==> config.mk <==
export PLATFORM = sky130hd
export DESIGN_NAME = line_repeat_fetch
export DESIGN_NICKNAME = d
export VERILOG_FILES = /design/src/rtl/lrf_pkg.sv /design/src/rtl/lrf_position.sv /design/src/rtl/lrf_addr.sv /design/src/rtl/line_repeat_fetch.sv
export SDC_FILE = /design/constraint.sdc
export NUM_CORES = 1
export LEC_CHECK = 0
export CAP_MARGIN = 15
export CORE_AREA = 10 10 145 147
export DETAILED_ROUTE_END_ITERATION = 7
export DIE_AREA = 0 0 155 157
export PLACE_DENSITY = 0.75
export SYNTH_ARGS = -nofsm -noshare
export SYNTH_HDL_FRONTEND = slang
export SYNTH_SLANG_ARGS = --single-unit
==> constraint.sdc <==
create_clock -name clk -period 4.69 [get_ports clk]
set_input_delay 0.938 -clock clk [delete_from_list [all_inputs] [get_ports clk]]
set_output_delay 0.938 -clock clk [all_outputs]
set_load 0.01 [all_outputs]
==> src/rtl/lrf_pkg.sv <==
package lrf_pkg;
  typedef enum logic [1:0] {
    ST_IDLE  = 2'd0,
    ST_FETCH = 2'd1,
    ST_DRAIN = 2'd2
  } lrf_state_e;
endpackage

==> src/rtl/lrf_position.sv <==
// Tracks byte offset in the line, repeat number and line index.
module lrf_position #(
  parameter int BW   = 12,
  parameter int LW   = 10,
  parameter int BEAT = 4
) (
  input  logic          clk,
  input  logic          rst,
  input  logic          load,
  input  logic          step,
  input  logic [BW-1:0] line_bytes,
  input  logic [LW-1:0] line_count,
  input  logic [1:0]    ratio,
  output logic [BW-1:0] byte_off,
  output logic          line_adv,
  output logic          frame_end
);
  localparam logic [BW:0] BEAT_W = (BW+1)'(BEAT);

  logic [BW-1:0] lb_q;
  logic [LW-1:0] lc_q;
  logic [LW-1:0] line_idx;
  logic [1:0]    ratio_q;
  logic [1:0]    rep_cnt;
  logic          last_beat, last_rep, last_line;

  assign last_beat = ({1'b0, byte_off} + BEAT_W) == {1'b0, lb_q};
  assign last_rep  = (rep_cnt == ratio_q);
  assign last_line = ({1'b0, line_idx} + 1'b1) == {1'b0, lc_q};
  assign line_adv  = step && last_beat && last_rep;
  assign frame_end = last_beat && last_rep && last_line;

  always_ff @(posedge clk) begin
    if (rst) begin
      lb_q     <= '0;
      lc_q     <= '0;
      ratio_q  <= '0;
      byte_off <= '0;
      rep_cnt  <= '0;
      line_idx <= '0;
    end else if (load) begin
      lb_q     <= line_bytes;
      lc_q     <= line_count;
      ratio_q  <= ratio;
      byte_off <= '0;
      rep_cnt  <= '0;
      line_idx <= '0;
    end else if (step) begin
      if (last_beat) begin
        byte_off <= '0;
        if (last_rep) begin
          rep_cnt  <= '0;
          line_idx <= line_idx + 1'b1;
        end else begin
          rep_cnt <= rep_cnt + 1'b1;
        end
      end else begin
        byte_off <= byte_off + BW'(BEAT);
      end
    end
  end
endmodule

==> src/rtl/lrf_addr.sv <==
// Holds the current line start and forms the registered request address.
module lrf_addr #(
  parameter int AW = 32,
  parameter int BW = 12
) (
  input  logic          clk,
  input  logic          rst,
  input  logic          load,
  input  logic [AW-1:0] load_base,
  input  logic [AW-1:0] pitch,
  input  logic          line_adv,
  input  logic          issue,
  input  logic [BW-1:0] byte_off,
  output logic [AW-1:0] req_addr
);
  logic [AW-1:0] line_base;
  logic [AW-1:0] pitch_q;

  always_ff @(posedge clk) begin
    if (rst) begin
      line_base <= '0;
      pitch_q   <= '0;
      req_addr  <= '0;
    end else begin
      if (load) begin
        line_base <= load_base;
        pitch_q   <= pitch;
      end else if (line_adv) begin
        line_base <= line_base + pitch_q;
      end
      if (issue) req_addr <= line_base + AW'(byte_off);
    end
  end
endmodule

==> src/rtl/line_repeat_fetch.sv <==
module line_repeat_fetch #(
  parameter int AW   = 32,
  parameter int BW   = 12,
  parameter int LW   = 10,
  parameter int BEAT = 4
) (
  input  logic          clk,
  input  logic          rst,
  input  logic          enable,
  input  logic          bof,
  input  logic          eow,
  input  logic          field_odd,
  input  logic [AW-1:0] base_odd,
  input  logic [AW-1:0] base_even,
  input  logic [AW-1:0] pitch,
  input  logic [BW-1:0] line_bytes,
  input  logic [LW-1:0] line_count,
  input  logic [1:0]    vratio,
  input  logic          fifo_full,
  output logic          req_valid,
  output logic [AW-1:0] req_addr,
  output logic          busy,
  output logic          done
);
  import lrf_pkg::*;

  lrf_state_e    state, state_n;
  logic          load, issue, line_adv, frame_end;
  logic [BW-1:0] byte_off;

  assign load  = (state == ST_IDLE) && enable && bof;
  assign issue = (state == ST_FETCH) && enable && !fifo_full;

  always_comb begin
    state_n = state;
    if (!enable) begin
      state_n = ST_IDLE;
    end else begin
      case (state)
        ST_IDLE:  if (bof) state_n = ST_FETCH;
        ST_FETCH: if (issue && frame_end) state_n = ST_DRAIN;
        ST_DRAIN: if (eow) state_n = ST_IDLE;
        default:  state_n = ST_IDLE;
      endcase
    end
  end

  always_ff @(posedge clk) begin
    if (rst) begin
      state     <= ST_IDLE;
      req_valid <= 1'b0;
      done      <= 1'b0;
      busy      <= 1'b0;
    end else begin
      state     <= state_n;
      req_valid <= issue;
      done      <= issue && frame_end;
      busy      <= (state_n == ST_FETCH);
    end
  end

  lrf_position #(.BW(BW), .LW(LW), .BEAT(BEAT)) i_pos (
    .clk        (clk),
    .rst        (rst),
    .load       (load),
    .step       (issue),
    .line_bytes (line_bytes),
    .line_count (line_count),
    .ratio      (vratio),
    .byte_off   (byte_off),
    .line_adv   (line_adv),
    .frame_end  (frame_end)
  );

  lrf_addr #(.AW(AW), .BW(BW)) i_addr (
    .clk       (clk),
    .rst       (rst),
    .load      (load),
    .load_base (field_odd ? base_odd : base_even),
    .pitch     (pitch),
    .line_adv  (line_adv),
    .issue     (issue),
    .byte_off  (byte_off),
    .req_addr  (req_addr)
  );
endmodule

==> results.json, run 1 <==
{
  "status": "finished, final reports clean",
  "antenna_found_initial": 0,
  "async_flop_share_pct": 0,
  "cts_buffers": 17,
  "finalClockSkew_ns": 0.009261,
  "worst-setup-path-type": "flop to flop",
  "core_um2": 18330,
  "worstMarginPinSlew_ns": 0.9828,
  "place_hpwl_um": 18650,
  "worstPathMaxFanout": 28,
  "cts_tree": "done",
  "setup_viol": 0,
  "fin_crit_ns": 3.435,
  "synth_area_um2": 8865,
  "start_util_pct": 48.36,
  "avgSynthCellArea_um2": 7.838,
  "ant_nets": 0,
  "via_per_inst": 5.664,
  "relSlewSlack_pct": 34.48,
  "synthCells": 1131,
  "p_seq_share_pct": 43.8,
  "p_sw_share_pct": 26.83,
  "power.density_nw_per_um2": 276.1,
  "fmax_ghz": 0.2912,
  "arrival_ns": 3.77,
  "clkSinkCount": 147,
  "clockRootBuffer": "clkbuf_16",
  "post_cts_resized": 0,
  "nets": 1427,
  "io_pins": 162,
  "insertion_delay_ns": 0.42,
  "worst_ep_required_time_ns": 5.03,
  "port_buffers": 161,
  "start_kind": "flop",
  "first_pass_iters": 6,
  "diodes": 0,
  "final_common_cell": "nand2_1",
  "hold_viol": 0,
  "drt_iter0_markers": 701,
  "maxCapViolCount": 0,
  "clkTransAtPathRegs_ns": 0.06,
  "finalInstanceArea_um2": 11140,
  "power.internal_uw": 2251,
  "die_area_um2": 24340,
  "area_delta_synth_final_pct": 25.67,
  "track_usage_pct": 20.33,
  "grt_pass1_vias": 8068,
  "synth_cell_types": 77,
  "fin_setup_tns_ns": 0,
  "power_frac_comb_pct": 15.2,
  "synth-seq-cells": 147,
  "drc": 0,
  "report.final.slew_viol_count": 0,
  "final_cell_mix": "nand2_1 (208), clkdlybuf4s50_1 (159), dfxtp_1 (147), a21oi_1 (129), nor2_1 (87)",
  "period_share_pct": 73.23,
  "cellLeakagePower_uw": 0.004165,
  "hold_depth": 2,
  "placed_area_um2": 10590,
  "ff2ff_path_depth": 9,
  "die_x_um": 155,
  "cts_hold_buf": 0,
  "grt_max_degree": 90,
  "place.gp.congestion": 0.8940,
  "die_h_um": 157,
  "ys_warn_count": 0,
  "routed_wirelength_um": 25380,
  "grt_pass1_wl_um": 41080,
  "grt_overflow": 0,
  "crit_path_end_kind": "flop",
  "num_vias": 8513,
  "min_path_type": "flop to flop",
  "synth-edff-count": 0,
  "p_sw_uw": 825.2,
  "syn_nets": 1302,
  "ys_seq_area_share_pct": 33.20,
  "ir_drop_uv": 220.9,
  "cts_setup_buffers": 0,
  "htree_levels": 4,
  "clk_path_buf_depth": 2,
  "rsz0062_at_grt": "no",
  "synthFlopType": "dfxtp_1",
  "rows": 50,
  "power_frac_clock_pct": 41.0,
  "drive_gt1_share_pct": 5.122,
  "routedWlPerCell_um": 16.89
}
## state kept, by name (all words and copies together), names as in the netlist
| register | count |
|---|---|
| i_pos.lc_q | 10 |
| i_addr.req_addr | 32 |
| done | 1 |
| i_pos.ratio_q | 2 |
| i_addr.line_base | 32 |
| i_pos.byte_off | 10 |
| req_valid | 1 |
| busy | 1 |
| i_pos.line_idx | 10 |
| i_pos.lb_q | 12 |
| state | 2 |
| i_pos.rep_cnt | 2 |
| i_addr.pitch_q | 32 |
## worst max-delay path: stages, from the launching register on
cell	delay [ns]
dfxtp_1	0.52
ha_1	0.40
nand3_2	0.19
nor4_1	0.31
o21a_1	0.18
o221ai_1	0.32
or4b_4	0.82
nand2_2	0.28
o221ai_1	0.16
a211oi_1	0.17
## routing by layer
layer	share of wire, %	track usage (%)
met1	45	26.38
met2	46	32.89
met3	6.9	4.312
met4	1.7	6.568
met5	0	0
## synthesized netlist by cell type, drive strengths merged (6+ instances only)
master  number  area [µm²]
a21oi      129       645.6
and3        12       75.07
or3          6       37.54
o211ai       7       52.55
o21bai       7       52.55
inv         16       60.06
xor2        37       324.1
dfxtp      147        2943
xnor2       49       429.2
buf         16       97.59
nand4       11       68.82
o21a         6       45.04
nor4        11       75.07
nor2        91       351.6
a211oi      47       357.8
o21ai       38       190.2
nand2b       6       37.54
mux2i       24       240.2
nand2      209       787.0
a311oi       9       78.83
ha          43       538.0
a21o        13       97.59
nor2b       20       125.1
nor3        19       95.09
nand3       33       175.2
a31oi       10       62.56
clkbuf      49       185.2
## per-stage QoR
step / std cells / total power, µW / hold WS [ns] / utilization (%) / worst slack [ns]
detailed placement: 1471 / 1836 / 0.4452 / 57.77 / 1.082
floorplan: 1131 / 1635 / 0.4363 / - / 1.927
CTS: 1503 / 3089 / 0.4526 / 60.78 / 1.340
finish: 1503 / 3076 / 0.4540 / 60.78 / 1.255
global placement: 1471 / 1827 / 0.4481 / 57.77 / 1.132
global route: 1503 / 3206 / 0.4784 / 60.78 / 1.030
## power groups by stage
stage                     clock network (µW)  logic [µW]  registers [µW]
final                                   1260         467            1350
after global placement                     0         455            1370
after CTS                               1280         467            1350
after detailed placement                   0         463            1370
after global routing                    1340         516            1350
after floorplan                            0         277            1360
## final timing paths
path                       startpoint                    to  slack (ns)
setup / recovery    i_pos.byte_off[2]  i_addr.line_base[30]        1.26
hold / removal    i_addr.req_addr[12]   i_addr.req_addr[12]        0.45
setup reg to reg    i_pos.byte_off[2]  i_addr.line_base[30]        1.26
hold reg to reg   i_addr.req_addr[12]   i_addr.req_addr[12]        0.45
## cells by family (layout without fill, tap and decap cells)
kind of cell | Yosys count | count (layout) | synth area share, %
xor gates and xnor gates | 86 | 86 | 8.497
adders and majority gates | 44 | 44 | 6.295
muxes | 26 | 26 | 2.964
AOI/OAI and AO/OA | 305 | 305 | 22.12
DFF | 147 | 147 | 33.20
and+or+nand+nor | 442 | 442 | 23.06
buffers and inverters | 81 | 219 | 3.867
## layout make-up
cell class / instances / area (µm²)
Tap cell: 234 / 292.8
Multi-Input combinational cell: 903 / 5589
Inverter: 16 / 60.06
Timing Repair Buffer: 171 / 1704
Sequential cell: 147 / 2943
Clock inverter: 10 / 77.57
Fill cell: 1637 / 7189
Clock buffer: 22 / 474.2
(Power assumes the default switching activity.)
==> inputs of run 2 (changes only) <==
--- a/config.mk
+++ b/config.mk
@@ -6,10 +6,10 @@
 export NUM_CORES = 1
 export LEC_CHECK = 0
 export CAP_MARGIN = 15
-export CORE_AREA = 10 10 145 147
+export CORE_AREA = 10 10 147 149
 export DETAILED_ROUTE_END_ITERATION = 7
-export DIE_AREA = 0 0 155 157
-export PLACE_DENSITY = 0.75
+export DIE_AREA = 0 0 157 159
+export PLACE_DENSITY = 0.76
 export SYNTH_ARGS = -nofsm -noshare
 export SYNTH_HDL_FRONTEND = slang
 export SYNTH_SLANG_ARGS = --single-unit
==> constraint.sdc (replaced) <==
create_clock -name clk -period 3.1 [get_ports clk]
set_input_delay 0.62 -clock clk [delete_from_list [all_inputs] [get_ports clk]]
set_output_delay 0.62 -clock clk [all_outputs]
set_load 0.01 [all_outputs]
==> results.json, run 2 (synthesized netlist as in run 1, its figures left out) <==
{
  "start_kind": "flop",
  "hold_viol": 0,
  "reg2reg_from": "i_pos.byte_off[2]",
  "grt_pass1_wl_um": 43000,
  "fin_crit_ns": 2.936,
  "first_pass_iters": 5,
  "clockRootBuffer": "clkbuf_16",
  "drc": 0,
  "clk_path_buf_depth": 2,
  "crit_end": "busy",
  "fin_ws_ns": 0.1636,
  "cts_buffers": 17,
  "path_cells": "buf_4 -> nand3_1 -> nor3_1 -> xnor2_1 -> o2111ai_2 -> buf_4 -> nor3_1 -> nand2_1 -> or3_1 -> nor4b_1",
  "worst-path-stages": 10,
  "core_um2": 18580,
  "grt_pass1_vias": 8446,
  "worst-setup-path-type": "flop to flop",
  "routed_wirelength_um": 26780,
  "ff2ff_path_depth": 10,
  "whs_ns": 0.4523,
  "grt_overflow": 0,
  "cp-startpoint": "i_pos.byte_off[2]",
  "final_cell_mix": "nand2_1 (208), clkdlybuf4s50_1 (159), dfxtp_1 (147), a21oi_1 (127), nor2_1 (87)",
  "cts_hold_buf": 0,
  "finish.utilization_pct": 62.42,
  "clkTransAtPathRegs_ns": 0.06,
  "die_x_um": 157,
  "maxCapViolCount": 0,
  "num_vias": 8658,
  "htree_levels": 4,
  "rows": 50,
  "cp_num_buf_inv": 2,
  "arrival_ns": 3.24,
  "fillCellCount": 1636,
  "die_area_um2": 24960,
  "io_pins": 162,
  "fmax_ghz": 0.3406,
  "via_per_inst": 5.633,
  "finalClockSkew_ns": 0.01722,
  "place_hpwl_um": 19940,
  "insertion_delay_ns": 0.44,
  "status": "finished, final reports clean",
  "cpLargestDelayFamily": "simple AND/OR/NAND/NOR gates",
  "drive_gt1_share_pct": 8.596,
  "track_usage_pct": 21.03,
  "routedWlPerCell_um": 17.42,
  "r2r-end": "busy",
  "largest_registers": "i_addr.line_base (32), i_addr.pitch_q (32), i_addr.req_addr (32)",
  "worstPathMaxFanout": 5,
  "port_buffers": 161,
  "cellLeakagePower_uw": 0.004414,
  "drt_iter0_markers": 709,
  "relSlewSlack_pct": 51.14,
  "period_share_pct": 94.72,
  "nets": 1461,
  "diodes": 0,
  "ant_nets": 0,
  "place_ws_ns": -0.08507,
  "area_delta_synth_final_pct": 30.84,
  "worstMarginPinSlew_ns": 0.7330,
  "fin_setup_tns_ns": 0,
  "clkSinkCount": 147,
  "start_util_pct": 47.71,
  "min_path_type": "flop to flop",
  "power.density_nw_per_um2": 427.8,
  "max_stage_delay_ns": 0.46,
  "report.final.slew_viol_count": 0,
  "worst_ep_required_time_ns": 3.41,
  "report.power.total_uw": 4962,
  "cts_tree": "done",
  "place.gp.congestion": 0.8941,
  "ir_drop_uv": 374.6,
  "grt_max_degree": 96,
  "critPathSlowestCell": "dfxtp_1",
  "setup_viol": 0,
  "die_h_um": 159,
  "antenna_found_initial": 0,
  "final_common_cell": "nand2_1",
  "reg2reg_setup_slack_ns": 0.16,
  "crit_path_end_kind": "flop"
}
## run 2: changes by cell type in the layout (fill, tap and decap cells not counted), moves of 2 or more
cell / delta
clkinvlp_4: -2
nor4_1: -2
a21oi_1: -2
a21oi_2: +2
buf_4: +31
a211oi_2: +2
clkbuf_8: +2
a211oi_1: -2
buf_12: +2
clkinv_4: -3
bufinv_16: +3
## run 2: per-stage QoR
stage | instance area, µm² | cells
detailed placement | 10840 | 1501
global route | 11600 | 1537
CTS | 11460 | 1533
global placement | 10840 | 1501
finish | 11600 | 1537
floorplan | 8865 | 1131
## run 2: routing by layer
metal / GRT usage (%) / wire length (µm) / vias up
met5: 0 / 0 / -
met4: 6.910 / 470 / 0
met3: 5.640 / 1833 / 37
met2: 34.38 / 12670 / 261
met1: 26.08 / 11800 / 4005
li1: - / - / 4355
## run 2: tightest hold or removal path, cell delays in order, from the launching register on
cell and delay, ns:
dfxtp_1 0.31, nand2_1 0.05, a21oi_1 0.05
## run 2: worst min path at each step
| stage | start | end | slack, ns | cells past startpoint |
|---|---|---|---|---|
| 6_report | i_addr.req_addr[5] | i_addr.req_addr[5] | 0.45 | 2 |
| 3_5_place_dp | i_addr.req_addr[5] | i_addr.req_addr[5] | 0.45 | 2 |
| 4_1_cts | i_addr.req_addr[5] | i_addr.req_addr[5] | 0.46 | 2 |
| 5_1_grt | i_addr.pitch_q[6] | i_addr.pitch_q[6] | 0.48 | 2 |
| 3_3_place_gp | i_pos.lb_q[1] | i_pos.lb_q[1] | 0.44 | 2 |
| 2_1_floorplan | i_pos.lb_q[1] | i_pos.lb_q[1] | 0.44 | 2 |
## run 2: power breakdown
group | internal (µW) | switching, µW
clock | 1370 | 809
combinational | 375 | 376
sequential | 1960 | 68.7
## run 2: timing repair
action | 4_1_cts | 5_1_grt
buffers inserted | 0 | 4
endpoints found under the setup margin | 0 | 52
gates resized for setup | 0 | 19
## run 2: final cells by class
type,count,area [µm²],area share (%)
sequential,147,2943,25.37
inverter,16,60.06,0.5178
timing repair buffer,205,1988,17.14
clock inverter,8,122.6,1.057
clock buffer,24,501.7,4.326
multi-input combinational,903,5690,49.06
tap,234,292.8,2.524
==> inputs of run 3 (changes only) <==
--- a/config.mk
+++ b/config.mk
@@ -6,10 +6,10 @@
 export NUM_CORES = 1
 export LEC_CHECK = 0
 export CAP_MARGIN = 15
-export CORE_AREA = 10 10 147 149
+export CORE_AREA = 10 10 145 147
 export DETAILED_ROUTE_END_ITERATION = 7
-export DIE_AREA = 0 0 157 159
-export PLACE_DENSITY = 0.76
+export DIE_AREA = 0 0 155 157
+export PLACE_DENSITY = 0.75
 export SYNTH_ARGS = -nofsm -noshare
 export SYNTH_HDL_FRONTEND = slang
 export SYNTH_SLANG_ARGS = --single-unit
==> constraint.sdc (replaced) <==
create_clock -name clk -period 2.93 [get_ports clk]
set_input_delay 0.586 -clock clk [delete_from_list [all_inputs] [get_ports clk]]
set_output_delay 0.586 -clock clk [all_outputs]
set_load 0.01 [all_outputs]
==> results.json, run 3 (synthesized netlist as in run 1, its figures left out) <==
{
  "report.final.slew_viol_count": 0,
  "finish.utilization_pct": 65.44,
  "grt_overflow": 0,
  "grt_pass1_vias": 8762,
  "die_h_um": 157,
  "fmax_ghz": 0.3521,
  "cellLeakagePower_uw": 0.004667,
  "worstMarginPinSlew_ns": 0.7101,
  "cts_buffers": 17,
  "worstPathMaxFanout": 9,
  "nets": 1510,
  "first_pass_iters": 5,
  "via_per_inst": 5.685,
  "cts_hold_buf": 0,
  "cts_tree": "done",
  "power.density_nw_per_um2": 446.3,
  "routedWlPerCell_um": 17.49,
  "track_usage_pct": 21.93,
  "final_common_cell": "nand2_1",
  "antenna_found_initial": 0,
  "status": "finished, final reports clean",
  "fillCellCount": 1547,
  "period_share_pct": 96.93,
  "clkSinkCount": 147,
  "grt_max_degree": 80,
  "dp_cells": 1551,
  "place.gp.congestion": 0.8976,
  "clkTransAtPathRegs_ns": 0.06,
  "fin_cells": 1586,
  "die_area_um2": 24340,
  "relSlewSlack_pct": 52.29,
  "fin_setup_tns_ns": 0,
  "ant_nets": 0,
  "worst-setup-path-type": "flop to flop",
  "worst_ep_required_time_ns": 3.27,
  "drc": 0,
  "routed_wirelength_um": 27740,
  "largest_registers": "i_addr.line_base (32), i_addr.pitch_q (32), i_addr.req_addr (32)",
  "clk_path_buf_depth": 2,
  "port_buffers": 161,
  "fin_ws_ns": 0.08989,
  "hold_viol": 0,
  "core_um2": 18330,
  "num_vias": 9017,
  "area_delta_synth_final_pct": 35.31,
  "finalClockSkew_ns": 0.01090,
  "fin_crit_ns": 2.840,
  "setup_viol": 0,
  "start_kind": "flop",
  "start_util_pct": 48.36,
  "maxCapViolCount": 0,
  "io_pins": 162,
  "arrival_ns": 3.18,
  "crit_path_end_kind": "flop",
  "rows": 50,
  "ir_drop_uv": 461.6,
  "min_path_type": "flop to flop",
  "place_hpwl_um": 20250,
  "grt_pass1_wl_um": 43730,
  "insertion_delay_ns": 0.43,
  "final_cell_mix": "nand2_1 (208), clkdlybuf4s50_1 (159), dfxtp_1 (144), a21oi_1 (128)",
  "htree_levels": 4,
  "clockRootBuffer": "clkbuf_16",
  "die_x_um": 155,
  "drt_iter0_markers": 683,
  "drive_gt1_share_pct": 12.20,
  "diodes": 0,
  "place_ws_ns": -0.06795
}
[run 3: cell count changes in the layout (fill, tap and decap cells not counted), sizes merged]
cell    previous run  this run
or4b               2         3
bufinv             3         4
buf               46        94
clkinv             2         1
[run 3: power breakdown]
group | internal, µW | switching, µW
Sequential | 2080 | 69.1
Combinational | 438 | 414
Clock | 1510 | 841
[run 3: layer usage]
layer | vias to the layer above | GRT usage (%) | wire length (µm)
met1 | 4242 | 26.69 | 11970
li1 | 4445 | - | -
met4 | 0 | 7.152 | 627
met2 | 278 | 36.96 | 13290
met3 | 52 | 5.540 | 1861
met5 | - | 0 | 0
[run 3: final timing paths]
kind / start / end / slack (ns) / cells after the start
max reg2reg: i_pos.byte_off[3] / i_addr.line_base[30] / 0.09 / 10
min reg2reg: i_addr.req_addr[1] / i_addr.req_addr[1] / 0.46 / 2
max: i_pos.byte_off[3] / i_addr.line_base[30] / 0.09 / 10
min: i_addr.req_addr[1] / i_addr.req_addr[1] / 0.46 / 2
[run 3: stage by stage]
stage	instance area (µm²)	hold slack (ns)	power (µW)
after detailed placement	11230	0.4473	3017
after CTS	11890	0.4569	5357
final	12000	0.4583	5353
after global placement	11230	0.4413	3001
after floorplan	8865	0.4363	2618
after global routing	12000	0.4848	5547
[run 3: worst max-delay path, cell delays in order (launching register included)]
cell and delay [ns]:
dfxtp_1 0.38, ha_2 0.26, nand3_2 0.13, nor4_2 0.26, o21a_1 0.17, o221ai_1 0.13
buf_4 0.20, or4b_4 0.66, nand2_2 0.23, o221ai_1 0.15, a211oi_1 0.19
[run 3: area by class of cell]
type | instances | area [µm²] | share of cell area (%)
multi-input combinational | 904 | 5695 | 47.48
timing repair buffer | 253 | 2361 | 19.68
clock buffer | 24 | 491.7 | 4.099
clock inverter | 8 | 147.6 | 1.231
sequential | 147 | 2947 | 24.56
inverter | 16 | 60.06 | 0.5007
tap | 234 | 292.8 | 2.441
[run 3: what timing repair did]
| item | CTS | global route |
|---|---|---|
| hold endpoints to repair | 0 | 0 |
| cloned | 0 | 1 |
| setup endpoints to repair | 20 | 60 |
| setup buffers | 0 | 2 |
| pin swaps | 0 | 7 |
| resized for setup | 3 | 22 |
